File: config.mk
export PLATFORM = sky130hd
export DESIGN_NAME = errlog_cmd_if
export DESIGN_NICKNAME = d
export VERILOG_FILES = /design/src/rtl/errlog_cmd_pkg.sv /design/src/rtl/errlog_half_lane.sv /design/src/rtl/errlog_exec_seq.sv /design/src/rtl/errlog_cmd_if.sv
export SDC_FILE = /design/constraint.sdc
export NUM_CORES = 1
export LEC_CHECK = 0
export ABC_AREA = 1
export BUFFER_PORTS_ARGS = -buffer_cell sky130_fd_sc_hd__buf_2
export CORE_MARGIN = 10
export CORE_UTILIZATION = 52
export DETAILED_ROUTE_END_ITERATION = 8
export PLACE_DENSITY_LB_ADDON = 0.2
export SYNTH_ARGS = -nofsm -noshare
export SYNTH_HDL_FRONTEND = slang
export SYNTH_SLANG_ARGS = --single-unit
File: constraint.sdc
create_clock -name clk -period 1.9 [get_ports clk]
set_input_delay 0.19 -clock clk [delete_from_list [all_inputs] [get_ports clk]]
set_output_delay 0.19 -clock clk [all_outputs]
set_load 0.005 [all_outputs]
File: src/rtl/errlog_cmd_pkg.sv
package errlog_cmd_pkg;

    typedef enum logic [7:0] {
        ACT_BEGIN_WR   = 8'h00,
        ACT_BEGIN_RD   = 8'h01,
        ACT_BEGIN_CLR  = 8'h02,
        ACT_END        = 8'h03,
        ACT_SET_OFFS   = 8'h04,
        ACT_EXECUTE    = 8'h05,
        ACT_CHK_BUSY   = 8'h06,
        ACT_GET_STATUS = 8'h07,
        ACT_SET_ID     = 8'h09,
        ACT_GET_COUNT  = 8'h0A,
        ACT_BEGIN_DUMMY= 8'h0B,
        ACT_GET_BASE   = 8'h0D,
        ACT_GET_LEN    = 8'h0E,
        ACT_GET_ATTR   = 8'h0F,
        ACT_GET_TIMING = 8'h10
    } act_e;

    localparam logic [7:0] ST_SUCCESS = 8'h00;
    localparam logic [7:0] ST_FAILED  = 8'h03;

    typedef enum logic [1:0] {
        SEQ_IDLE   = 2'd0,
        SEQ_LAUNCH = 2'd1,
        SEQ_WAIT   = 2'd2
    } seq_state_e;

endpackage

File: src/rtl/errlog_half_lane.sv
module errlog_half_lane #(
    parameter int W = 64
) (
    input  logic [W-1:0] cur,
    input  logic [W-1:0] wdata,
    input  logic         wide,
    input  logic         hi,
    output logic [W-1:0] merged,
    output logic [W-1:0] rview
);
    localparam int H = W / 2;

    always_comb begin
        merged = cur;
        if (wide) begin
            merged = wdata;
        end else if (hi) begin
            merged[W-1:H] = wdata[H-1:0];
        end else begin
            merged[H-1:0] = wdata[H-1:0];
        end
    end

    always_comb begin
        rview = '0;
        if (wide) begin
            rview = cur;
        end else if (hi) begin
            rview[H-1:0] = cur[W-1:H];
        end else begin
            rview[H-1:0] = cur[H-1:0];
        end
    end

endmodule

File: src/rtl/errlog_exec_seq.sv
module errlog_exec_seq
    import errlog_cmd_pkg::*;
(
    input  logic       clk,
    input  logic       rst_n,
    input  logic       exec_req,
    input  logic [7:0] op,
    input  logic       eng_done,
    input  logic [7:0] eng_status,
    output logic       eng_start,
    output logic       busy,
    output logic       fin,
    output logic [7:0] fin_status
);
    seq_state_e state_q, state_d;

    logic op_engine;
    logic op_local;
    assign op_engine = (op == ACT_BEGIN_WR) || (op == ACT_BEGIN_RD) || (op == ACT_BEGIN_CLR);
    assign op_local  = (op == ACT_BEGIN_DUMMY) || (op == ACT_END);

    always_ff @(posedge clk or negedge rst_n) begin
        if (!rst_n) state_q <= SEQ_IDLE;
        else        state_q <= state_d;
    end

    always_comb begin
        state_d    = state_q;
        eng_start  = 1'b0;
        busy       = 1'b0;
        fin        = 1'b0;
        fin_status = ST_SUCCESS;
        unique case (state_q)
            SEQ_IDLE: begin
                if (exec_req) begin
                    if (op_engine) begin
                        state_d = SEQ_LAUNCH;
                    end else begin
                        fin        = 1'b1;
                        fin_status = op_local ? ST_SUCCESS : ST_FAILED;
                    end
                end
            end
            SEQ_LAUNCH: begin
                eng_start = 1'b1;
                busy      = 1'b1;
                state_d   = SEQ_WAIT;
            end
            SEQ_WAIT: begin
                busy = 1'b1;
                if (eng_done) begin
                    fin        = 1'b1;
                    fin_status = eng_status;
                    state_d    = SEQ_IDLE;
                end
            end
            default: state_d = SEQ_IDLE;
        endcase
    end

    // start is a single pulse and is followed by the wait phase
    assert_start_one_shot_R7: assert property (@(posedge clk) disable iff (!rst_n)
        eng_start |=> (busy && !eng_start));

    // engine completion ends busy on the next cycle
    assert_done_clears_busy_R8: assert property (@(posedge clk) disable iff (!rst_n)
        (busy && !eng_start && eng_done) |=> !busy);

endmodule

File: src/rtl/errlog_cmd_if.sv
module errlog_cmd_if
    import errlog_cmd_pkg::*;
#(
    parameter int          OFFS_W    = 32,
    parameter int          REC_BYTES = 8192,
    parameter int          TIME_MAX  = 100,
    parameter int          TIME_NOM  = 10,
    parameter logic [7:0]  EXEC_KEY  = 8'h9C
) (
    input  logic              clk,
    input  logic              rst_n,
    input  logic              bus_wr,
    input  logic [3:0]        bus_addr,
    input  logic              bus_wide,
    input  logic [63:0]       bus_wdata,
    output logic [63:0]       bus_rdata,
    input  logic [63:0]       buf_base,
    input  logic [31:0]       rec_count,
    output logic              eng_start,
    output logic [7:0]        eng_op,
    output logic [63:0]       eng_id,
    output logic [OFFS_W-1:0] eng_offset,
    input  logic              eng_done,
    input  logic [7:0]        eng_status,
    output logic              busy
);
    localparam int NREG = 2;
    localparam logic [63:0] TIMING_WORD = {32'(TIME_MAX), 32'(TIME_NOM)};
    localparam logic [63:0] LEN_WORD    = 64'(REC_BYTES);

    logic [63:0]       act_q, val_q;
    logic [7:0]        op_q, status_q;
    logic [63:0]       id_q;
    logic [OFFS_W-1:0] offs_q;

    logic [63:0] reg_cur   [NREG];
    logic [63:0] reg_merge [NREG];
    logic [63:0] reg_view  [NREG];

    assign reg_cur[0] = act_q;
    assign reg_cur[1] = val_q;

    for (genvar g = 0; g < NREG; g++) begin : g_lane
        errlog_half_lane #(.W(64)) u_lane (
            .cur   (reg_cur[g]),
            .wdata (bus_wdata),
            .wide  (bus_wide),
            .hi    (bus_addr[2]),
            .merged(reg_merge[g]),
            .rview (reg_view[g])
        );
    end

    assign bus_rdata = reg_view[bus_addr[3]];

    logic       act_wr, val_wr, code_ok, exec_wr, exec_req;
    logic [7:0] code;
    logic       fin;
    logic [7:0] fin_status;

    assign act_wr   = bus_wr && !bus_addr[3] && (bus_wide || !bus_addr[2]);
    assign val_wr   = bus_wr && bus_addr[3];
    assign code     = bus_wdata[7:0];
    assign code_ok  = (bus_wdata[31:8] == 24'd0);
    assign exec_wr  = act_wr && code_ok && (code == ACT_EXECUTE);
    assign exec_req = exec_wr && (val_q[7:0] == EXEC_KEY);

    errlog_exec_seq u_seq (
        .clk       (clk),
        .rst_n     (rst_n),
        .exec_req  (exec_req),
        .op        (op_q),
        .eng_done  (eng_done),
        .eng_status(eng_status),
        .eng_start (eng_start),
        .busy      (busy),
        .fin       (fin),
        .fin_status(fin_status)
    );

    always_ff @(posedge clk or negedge rst_n) begin
        if (!rst_n) begin
            act_q    <= '0;
            val_q    <= '0;
            op_q     <= ACT_BEGIN_WR;
            status_q <= ST_SUCCESS;
            id_q     <= '1;
            offs_q   <= '0;
        end else begin
            if (val_wr) val_q <= reg_merge[1];
            if (act_wr) begin
                act_q <= {32'd0, bus_wdata[31:0]};
                if (code_ok) begin
                    unique case (code)
                        ACT_BEGIN_WR, ACT_BEGIN_RD, ACT_BEGIN_CLR,
                        ACT_END, ACT_BEGIN_DUMMY: op_q <= code;
                        ACT_SET_OFFS:   offs_q <= val_q[OFFS_W-1:0];
                        ACT_SET_ID:     id_q   <= val_q;
                        ACT_CHK_BUSY:   val_q  <= {63'd0, busy};
                        ACT_GET_STATUS: val_q  <= {56'd0, status_q};
                        ACT_GET_COUNT:  val_q  <= {32'd0, rec_count};
                        ACT_GET_BASE:   val_q  <= buf_base;
                        ACT_GET_LEN:    val_q  <= LEN_WORD;
                        ACT_GET_ATTR:   val_q  <= '0;
                        ACT_GET_TIMING: val_q  <= TIMING_WORD;
                        default: ;
                    endcase
                end
            end
            if (fin) begin
                status_q <= fin_status;
                id_q     <= '1;
            end
        end
    end

    assign eng_op     = op_q;
    assign eng_id     = id_q;
    assign eng_offset = offs_q;

    // a start only follows an execute that saw the key
    assert_start_keyed_R9: assert property (@(posedge clk) disable iff (!rst_n)
        eng_start |-> ($past(val_q[7:0]) == EXEC_KEY));

    // when busy drops, the identifier has been returned to all ones
    assert_id_reset_on_finish_R8: assert property (@(posedge clk) disable iff (!rst_n)
        $fell(busy) |-> (eng_id == '1));

    // a 32-bit write at the upper action half leaves the action register alone
    assert_upper_action_ignored_R4: assert property (@(posedge clk) disable iff (!rst_n)
        (bus_wr && (bus_addr[3:2] == 2'b01) && !bus_wide) |=> $stable(act_q));

    // execute during busy never produces a start
    assert_no_restart_busy_R13: assert property (@(posedge clk) disable iff (!rst_n)
        (busy && exec_wr) |=> !eng_start);

endmodule

Word-level counts from Yosys, hierarchy flattened
Index checks and enable logic that the tools add are counted.
- bits in registers: 210
- bits of input ports: 177
- output and inout bits: 170
- word-level logic and storage cells: 92
- order comparisons: 1
- equality and inequality tests: 24
- multiplexer cells: 34
- bitwise gates (word level): 1
- reduce and logical (&&, ||, !) cells: 25
- operators by type and width (kind ; count):
    64-bit two-way mux ; 11
    64-bit one-hot mux with 7 select lines ; 1
    32-bit two-way mux ; 7
    8-bit by 4-bit equality test with 1-bit output, second input constant ; 7
    8-bit by 2-bit equality test with 1-bit output, second input constant ; 4
    8-bit by 3-bit equality test with 1-bit output, second input constant ; 4
    24-bit logical NOT ; 1
    8-bit two-way mux ; 3
    8-bit by 1-bit equality test with 1-bit output, second input constant ; 2
    8-bit logical NOT ; 2
    8-bit one-hot mux with 2 select lines ; 1
    3-bit AND reduction ; 4
    8-bit by 5-bit equality test with 1-bit output, second input constant ; 1
    8-bit equality test, second input constant ; 1
    2-bit two-way mux ; 4
    1-bit logical AND ; 6
    2-bit one-hot mux with 3 select lines ; 1
    2-bit nonzero test ; 3
    1-bit two-way mux ; 5
    5-bit OR reduction ; 1
    1-bit logical OR ; 4
    2-bit != test, second input constant ; 2
    2-bit by 1-bit equality test with 1-bit output, second input constant ; 1
    2-bit equality test, second input constant ; 1
    7 further kinds ; 8

Logic depth before layout (Yosys ltp)
Gate-level depths: netlist of run 1.
- depth in word-level cells: 10
- gate-level depth with buffers: 10
- gate-level depth less buffers: 10

Hierarchy
Synthesis of run 1 repeated with hierarchy kept, for this count alone.
- cells, all modules: 2447
- area total of the unflattened synthesis: 15803.9 sq um
- modules (own cells, without submodules) (module ; instances ; cells each ; area an instance (sq um) ; sequential area each (sq um)):
    errlog_cmd_if ; 1 ; 1429 ; 11502.3 ; 5285.1
    errlog_half_lane ; 2 ; 485 ; 2009.4 ; 0.0
    errlog_exec_seq ; 1 ; 48 ; 282.8 ; 50.0

Worst setup path before layout of run 1
No wires, ideal clock.
- path type: reg2reg
- start point: register op_q[6], in the netlist eng_op[6]
- end point: register id_q[10], in the netlist eng_id[10]
- library setup time: 97 ps
- arrival time: 1647 ps
- data required time: 1803 ps
- setup slack: 156 ps
- stages on the path, launching flop included: 10
- path buffers: 1
- period minus slack after synthesis: 1744 ps
- cells stage by stage: dfrtp_1 -> inv_1 -> nand4_1 -> o21ai_0 -> inv_1 -> nand3_1 -> nand2_1 -> inv_2 -> clkbuf_1 -> nand3_1
- cells in the longest elaborated chain, start to end: 8
- elaborated cells on any way between the ends: 13
- classes of those cells: 2 x eq/ne; 4 x mux; 7 x reduce/logical
- RTL lines (element ; line ; text):
    start: declaration ; errlog_cmd_if.sv:32 ; logic [7:0] op_q, status_q;
    start signal: assignment ; errlog_cmd_if.sv:96 ; ACT_END, ACT_BEGIN_DUMMY: op_q <= code;
    8-bit by 1-bit equality test with 1-bit output / 8-bit logical NOT (equally long branches) ; errlog_exec_seq.sv:19 ; assign op_engine = (op == ACT_BEGIN_WR) || (op == ACT_BEGIN_RD) || (op == ACT_BEGIN_CLR);
    1-bit logical OR ; errlog_exec_seq.sv:19 ;
    1-bit logical OR * ; errlog_exec_seq.sv:19 ;
    1-bit two-way mux * ; errlog_exec_seq.sv:36 ; if (op_engine) begin
    1-bit two-way mux * ; errlog_exec_seq.sv:35 ; if (exec_req) begin
    1-bit one-hot mux with 2 select lines * ; errlog_exec_seq.sv:33 ; unique case (state_q)
    2-bit nonzero test (no line) ; -- ;
    3-bit AND reduction (no line) ; -- ;
    end signal: assignment ; errlog_cmd_if.sv:98 ; ACT_SET_ID: id_q <= val_q;
    end: declaration ; errlog_cmd_if.sv:33 ; logic [63:0] id_q;
Every way passes the cells marked *; elsewhere a longest branch is shown, timed or not.
A chain may end at the register's enable or synchronous reset.

Final worst setup path of run 1
- start point: register val_q[6]
- end point: register id_q[52], in the netlist eng_id[52]
- cells in the longest elaborated chain, start to end: 6
- elaborated cells on any way between the ends: 9
- classes of those cells: 1 x eq/ne; 3 x mux; 5 x reduce/logical
- RTL lines (element ; line ; text):
    start: declaration ; errlog_cmd_if.sv:31 ; logic [63:0] act_q, val_q;
    start signal: assignment ; errlog_cmd_if.sv:90 ; if (val_wr) val_q <= reg_merge[1];
    start signal: assignment ; errlog_cmd_if.sv:99 ; ACT_CHK_BUSY: val_q <= {63'd0, busy};
    start signal: assignment ; errlog_cmd_if.sv:100 ; ACT_GET_STATUS: val_q <= {56'd0, status_q};
    8-bit equality test * ; errlog_cmd_if.sv:66 ; assign exec_req = exec_wr && (val_q[7:0] == EXEC_KEY);
    1-bit logical AND * ; errlog_cmd_if.sv:66 ;
    1-bit two-way mux * ; errlog_exec_seq.sv:35 ;
    1-bit one-hot mux with 2 select lines * ; errlog_exec_seq.sv:33 ;
    2-bit nonzero test (no line) ; -- ;
    3-bit AND reduction (no line) ; -- ;
Marked as above.

==> run summary, run 1 <==
status - finished clean
routed len/inst - 20.4 µm
cell area after synthesis - 10800 µm²
die area - 26900 µm²
antenna viol nets, final - 0
post-synthesis cell type count - 28
H-tree depth - 1
Worst Path Class, Setup - reg2reg
CP max-delay cell - dfrtp_1
Post-Place Setup Slack - -95.2 ps
vias per cell - 5.63
hold path depth - 3
GR Util All Layers - 0.316
worst r2r dst - eng_id[52]
die height - 164 µm
Reg power frac - 0.441
DP Area - 13500 µm²
HP Class - in2reg
maximum fanout along the worst path - 39
skew final - 16.4 ps
Period Utilization, post-route - 0.952
CP required - 2340 ps
net switching power - 3210 µW
initial DRC count - 1163
RSZ-0062 raised after global routing - false
clock buffer depth - 3
dominant cell type by area after synthesis - dfrtp_1
cells on worst reg2reg path - 10
Syn-to-layout area delta - 35.8%
Seq/Total Area, Yosys - 0.495
Detail Placement HPWL - 32.1 mm
drt pass-1 iters - 6
endpoint type of the worst setup path - register
Die X - 164 µm
Worst Hold Path EP - val_q[5]
register area - 5340 µm²
R2R Path Start - val_q[6]
total wire length - 43.8 mm
Skew-Pair Late Insertion Delay - 510 ps
cells along the critical path - inv_1 -> nand2_1 -> nor2_1 -> nand4_1 -> nor2_1 -> nand3_1 -> nand2_2 -> inv_2 -> buf_12 -> nand3_1
antenna violations before repair - 6
Sink Count - 210
worst min-delay path startpoint - buf_base[5]
TritonCTS Buffers - 24
Rel. slew slack - 0.716
Clk pin slew, worst setup/hold paths - 60 ps
Mapped Cells - 1440
crit path from - val_q[6]
CP max stage delay - 370 ps
DRC viols - 0
PortBufs - 344
largest net degree at the start of global routing - 70
Synth Register Bits - 210
Root Driver - clkbuf_16
share of cells above drive strength 1 - 0.299
Combinational Power Share - 0.161
Yosys top cell area share - 0.339
Nets - 2033
internal cell power - 8270 µW
Synthesized Nets - 1620
sw frac - 0.280
minimum clock period - 1810 ps
worst slew pin tran - 421 ps
footprint of the multi-input gates - 4620 µm²
Initial Utilization - 0.531
final setup fails - 0
Final Slew Violations - 0
final setup slack of the worst path - 90.9 ps
cell leakage power - 0.00788 µW
worst path arrival time - 2250 ps
worst reg-to-reg setup slack - 90 ps
CTS tree - yes
Hold Vio Cnt, Final - 0
max cap viols - 0
first-pass GRT wire length - 67.0 mm
synth top area cells - dfrtp_1 34%, dfstp_2 16%, nand2_1 13%, nand3_1 7.7%, o21ai_0 7.6%
PwrDens - 784 nW/µm²
Tot Pwr - 11500 µW
maximum vdd drop - 627 µV
vias in the first global route - 12200
Mapped Avg Cell Area - 7.49 µm²
Inst Count DP - 2057
fill count - 1648
Non-Filler Instances - 2144
final core utilization - 0.722
core footprint - 20300 µm²
vias - 12100
Top Ports - 347
commonest non-fill, non-tap cell in the layout - nand2_1
most frequent cells in the layout - 368 x nand2_1, 343 x buf_2, 165 x nand3_1, 162 x o21ai_0, 146 x dfrtp_1
Startpoint Class - register
Yosys warnings - 0
fin area - 14700 µm²
routability congestion estimate - 0.963
grt ovf - 0
Clock power frac - 0.397
achievable clock frequency - 553 MHz
Row Count - 52
[power by group through the flow]
stage,clock [µW],combinational (µW),sequential (µW)
after floorplan,0,845,5040
after global placement,0,1730,5130
after detailed placement,0,1750,5140
after CTS,4590,1830,5070
after global routing,4770,2080,5100
final,4560,1850,5070
[worst max path at each step]
stage / to / depth (start not counted)
floorplan: eng_id[10] / 9
global placement: eng_id[26] / 11
CTS: eng_id[52] / 10
finish: eng_id[52] / 10
global route: eng_id[52] / 10
detailed placement: eng_id[40] / 11
[cell families (layout without fill, tap and decap cells)]
group,count (synthesis),in the layout,share of synthesized area
AND/OR/NAND/NOR,695,695,0.269
AO/OA/AOI/OAI,304,304,0.152
buffers and inverters,228,659,0.0808
flip-flops,210,210,0.495
adder cells (fa/ha/maj),3,3,0.00348
other,0,3,0
[synthesized netlist by cell type]
library cell and n:
nand2_1 372, nor3_4 1, dfrtp_1 146, buf_1 2, clkinv_1 1, buf_2 13
nor2_2 1, nand3_1 165, nand3_4 1, a22oi_1 18, o22ai_1 34, inv_1 130
nor4_1 1, inv_2 3, o211ai_1 1, nor3_1 2, nand4_2 1, nand4_1 11
nand2_4 1, nor2_1 138, a21oi_1 38, o21ai_0 164, ha_1 3, nor3_2 1
a211oi_1 13, clkbuf_1 79, o21ai_1 36, dfstp_2 64
[per-stage QoR]
step                hold slack, ps  setup TNS [ps]
floorplan                     -106               0
global placement               109           -3190
detailed placement             107           -4410
CTS                           18.8               0
global route                  48.3               0
finish                        16.3               0
[critical path: cells and delay by family, from the launching register on]
family	cells	cell delay [ps]
buf+inv	3	370
simple gates	7	960
flops	1	370
[flip-flops by register name, indices dropped and copies added (netlist names)]
name,flops
eng_op,8
eng_id,64
act_q,32
eng_offset,32
val_q,64
status_q,8
u_seq.state_q,2
[cell type report]
| class | instances | area share |
|---|---|---|
| multi-input combinational | 1002 | 0.316 |
| inverter | 134 | 0.0343 |
| timing repair buffer | 481 | 0.210 |
| antenna | 3 | 0.000512 |
| sequential | 210 | 0.364 |
| clock inverter | 9 | 0.00478 |
| clock buffer | 35 | 0.0480 |
| tap | 270 | 0.0231 |
[metal layers]
layer,global-route usage,part of all wire
met1,0.377,0.36
met2,0.521,0.48
met3,0.0726,0.099
met4,0.170,0.055
met5,0,0.00087
[repair_timing]
item                       CTS  global route
hold endpoints to repair   193             0
setup endpoints to repair    0            65
hold buffers                39             0
gates resized for setup      0             3
setup buffers                0             1
Note: power is estimated with default switching activity, not from simulation.
==> inputs of run 2 (changes only) <==
- RECOVER_POWER: not set -> 100
==> run 2 against run 1 <==
Compared with the run above: global-route usage did not move; final area fell by 2.0%; critical path type is now in2out; critical endpoint is now bus_rdata[49]; sequential share of layout area rose by 0.76 points; largest power group unchanged.
==> run summary, run 2 (synthesis results as in run 1) <==
clock buffer depth - 3 (unchanged)
Combinational Power Share - 0.157 (-0.004)
Initial Utilization - 0.531 (unchanged)
grt ovf - 0 (unchanged)
net switching power - 3210 µW (about the same)
DP Area - 13500 µm² (unchanged)
worst slew pin tran - 1120 ps (+701 ps)
Inst Count DP - 2057 (unchanged)
Sink Count - 210 (unchanged)
initial DRC count - 1219 (+4.8%)
HP Class - in2reg
Syn-to-layout area delta - 33.0%
achievable clock frequency - 544 MHz (-1.6%)
Clk pin slew, worst setup/hold paths - 60 ps (about the same)
minimum clock period - 1840 ps (+29.9 ps)
Skew-Pair Late Insertion Delay - 510 ps (about the same)
routed len/inst - 20.4 µm (about the same)
GR Util met1 - 0.377 (unchanged)
endpoint type of the worst setup path - primary output
total wire length - 43.8 mm (about the same)
fin area - 14400 µm² (-2.0%)
TritonCTS Buffers - 24 (unchanged)
Die X - 164 µm (unchanged)
GR Util All Layers - 0.316 (unchanged)
GR Util met2 - 0.521 (unchanged)
GRT busiest layer - met2
Period Utilization, post-route - 0.968 (+0.0157)
first-pass GRT wire length - 67.0 mm (unchanged)
H-tree depth - 1 (unchanged)
largest net degree at the start of global routing - 70 (unchanged)
commonest non-fill, non-tap cell in the layout - nand2_1
cell leakage power - 0.00729 µW (-7.4%)
final setup slack of the worst path - 61.0 ps (-29.9 ps)
routability congestion estimate - 0.963 (unchanged)
die height - 164 µm (unchanged)
Top Ports - 347 (unchanged)
Detail Placement HPWL - 32.1 mm (unchanged)
antenna viol nets, final - 0 (unchanged)
Post-Place Setup Slack - -95.2 ps (unchanged)
core footprint - 20300 µm² (unchanged)
Final Slew Violations - 0 (unchanged)
internal cell power - 8220 µW (-0.62%)
DRC viols - 0 (unchanged)
share of cells above drive strength 1 - 0.215 (-0.0839)
Root Driver - clkbuf_16
max cap viols - 0 (unchanged)
drt pass-1 iters - 6 (unchanged)
status - finished clean
PortBufs - 344 (unchanged)
Startpoint Class - primary input
Reg power frac - 0.443 (+0.002)
Nets - 2033 (unchanged)
Rel. slew slack - 0.252 (-0.465)
worst path arrival time - 1650 ps (-600 ps)
Clock power frac - 0.399 (+0.002)
post-route setup TNS - 0 ps (unchanged)
Worst Path Class, Setup - in2out
vias per cell - 5.66 (+0.46%)
global routing usage on met3 - 0.0726 (unchanged)
PwrDens - 797 nW/µm² (+1.6%)
CP required - 1710 ps (-630 ps)
Hold Vio Cnt, Final - 0 (unchanged)
final setup fails - 0 (unchanged)
die area - 26900 µm² (unchanged)
maximum fanout along the worst path - 32 (-18%)
Row Count - 52 (unchanged)
maximum vdd drop - 626 µV (-0.15%)
vias - 12100 (+0.46%)
CTS tree - yes
antenna violations before repair - 6 (unchanged)
RSZ-0062 raised after global routing - false
sw frac - 0.281 (+0.00123)
Non-Filler Instances - 2144 (unchanged)
final core utilization - 0.707 (-0.0147)
vias in the first global route - 12200 (unchanged)
most frequent cells in the layout - 368 x nand2_1, 206 x buf_2, 192 x o21ai_0, 166 x nand3_1, 146 x dfrtp_1
skew final - 16.1 ps (-0.342 ps)
[run 2: cell types whose count changed in the layout (fill, tap and decap cells not counted), moves of 4 or more]
cell / delta
clkbuf_1: +139
buf_2: -137
o21ai_0: +30
o21ai_1: -30
dfstp_1: +16
dfstp_2: -16
buf_12: -8
buf_4: -4
buf_6: +4
clkbuf_2: +4
[run 2: critical path: stages]
cell	delay [ps]
clkbuf_1	130
clkbuf_2	490
nand2_1	100
clkbuf_4	350
nor2_1	230
buf_2	150
[run 2: final timing paths]
kind,slack [ps],to,cells after the start,start
hold / removal,20,val_q[5],3,buf_base[5]
min in group asynchronous,440,val_q[54],2,rst_n
hold reg to reg,490,eng_offset[15],2,eng_offset[15]
setup / recovery,60,bus_rdata[49],6,bus_wide
max in group asynchronous,300,eng_id[36],3,rst_n
setup reg to reg,100,eng_id[52],10,val_q[6]
[run 2: cell type report]
class / count / area [µm²]
Fill cell: 1759 / 5950
Sequential cell: 210 / 5340
Multi-Input combinational cell: 1002 / 4610
Timing Repair Buffer: 481 / 2790
Clock buffer: 35 / 703
Inverter: 134 / 503
Tap cell: 270 / 338
Clock inverter: 9 / 70.1
Antenna cell: 3 / 7.51
[run 2: timing repair]
item                                    CTS  global route
hold buffers                             39             0
gates resized for setup                   0             3
endpoints found under the setup margin    0            65
hold endpoints to repair                193             0
setup buffers                             0             1
[run 2: through the flow]
| step | hold slack (ps) | power, µW |
|---|---|---|
| 2_1_floorplan | -106 | 5880 |
| 3_3_place_gp | 109 | 6860 |
| 3_5_place_dp | 107 | 6890 |
| 4_1_cts | 18.8 | 11500 |
| 5_1_grt | 48.4 | 11900 |
| 6_report | 18.8 | 11400 |
[run 2: routing by layer]
layer,share of wire,vias to the layer above
li1,-,5546
met1,0.36,5609
met2,0.47,789
met3,0.10,175
met4,0.062,6
met5,0.00087,-
[run 2: power by group through the flow]
stage	combinational, µW	sequential (µW)	clock, µW
after global routing	2020	5100	4770
after floorplan	845	5040	0
after detailed placement	1750	5140	0
final	1800	5070	4560
after CTS	1830	5070	4590
after global placement	1730	5130	0
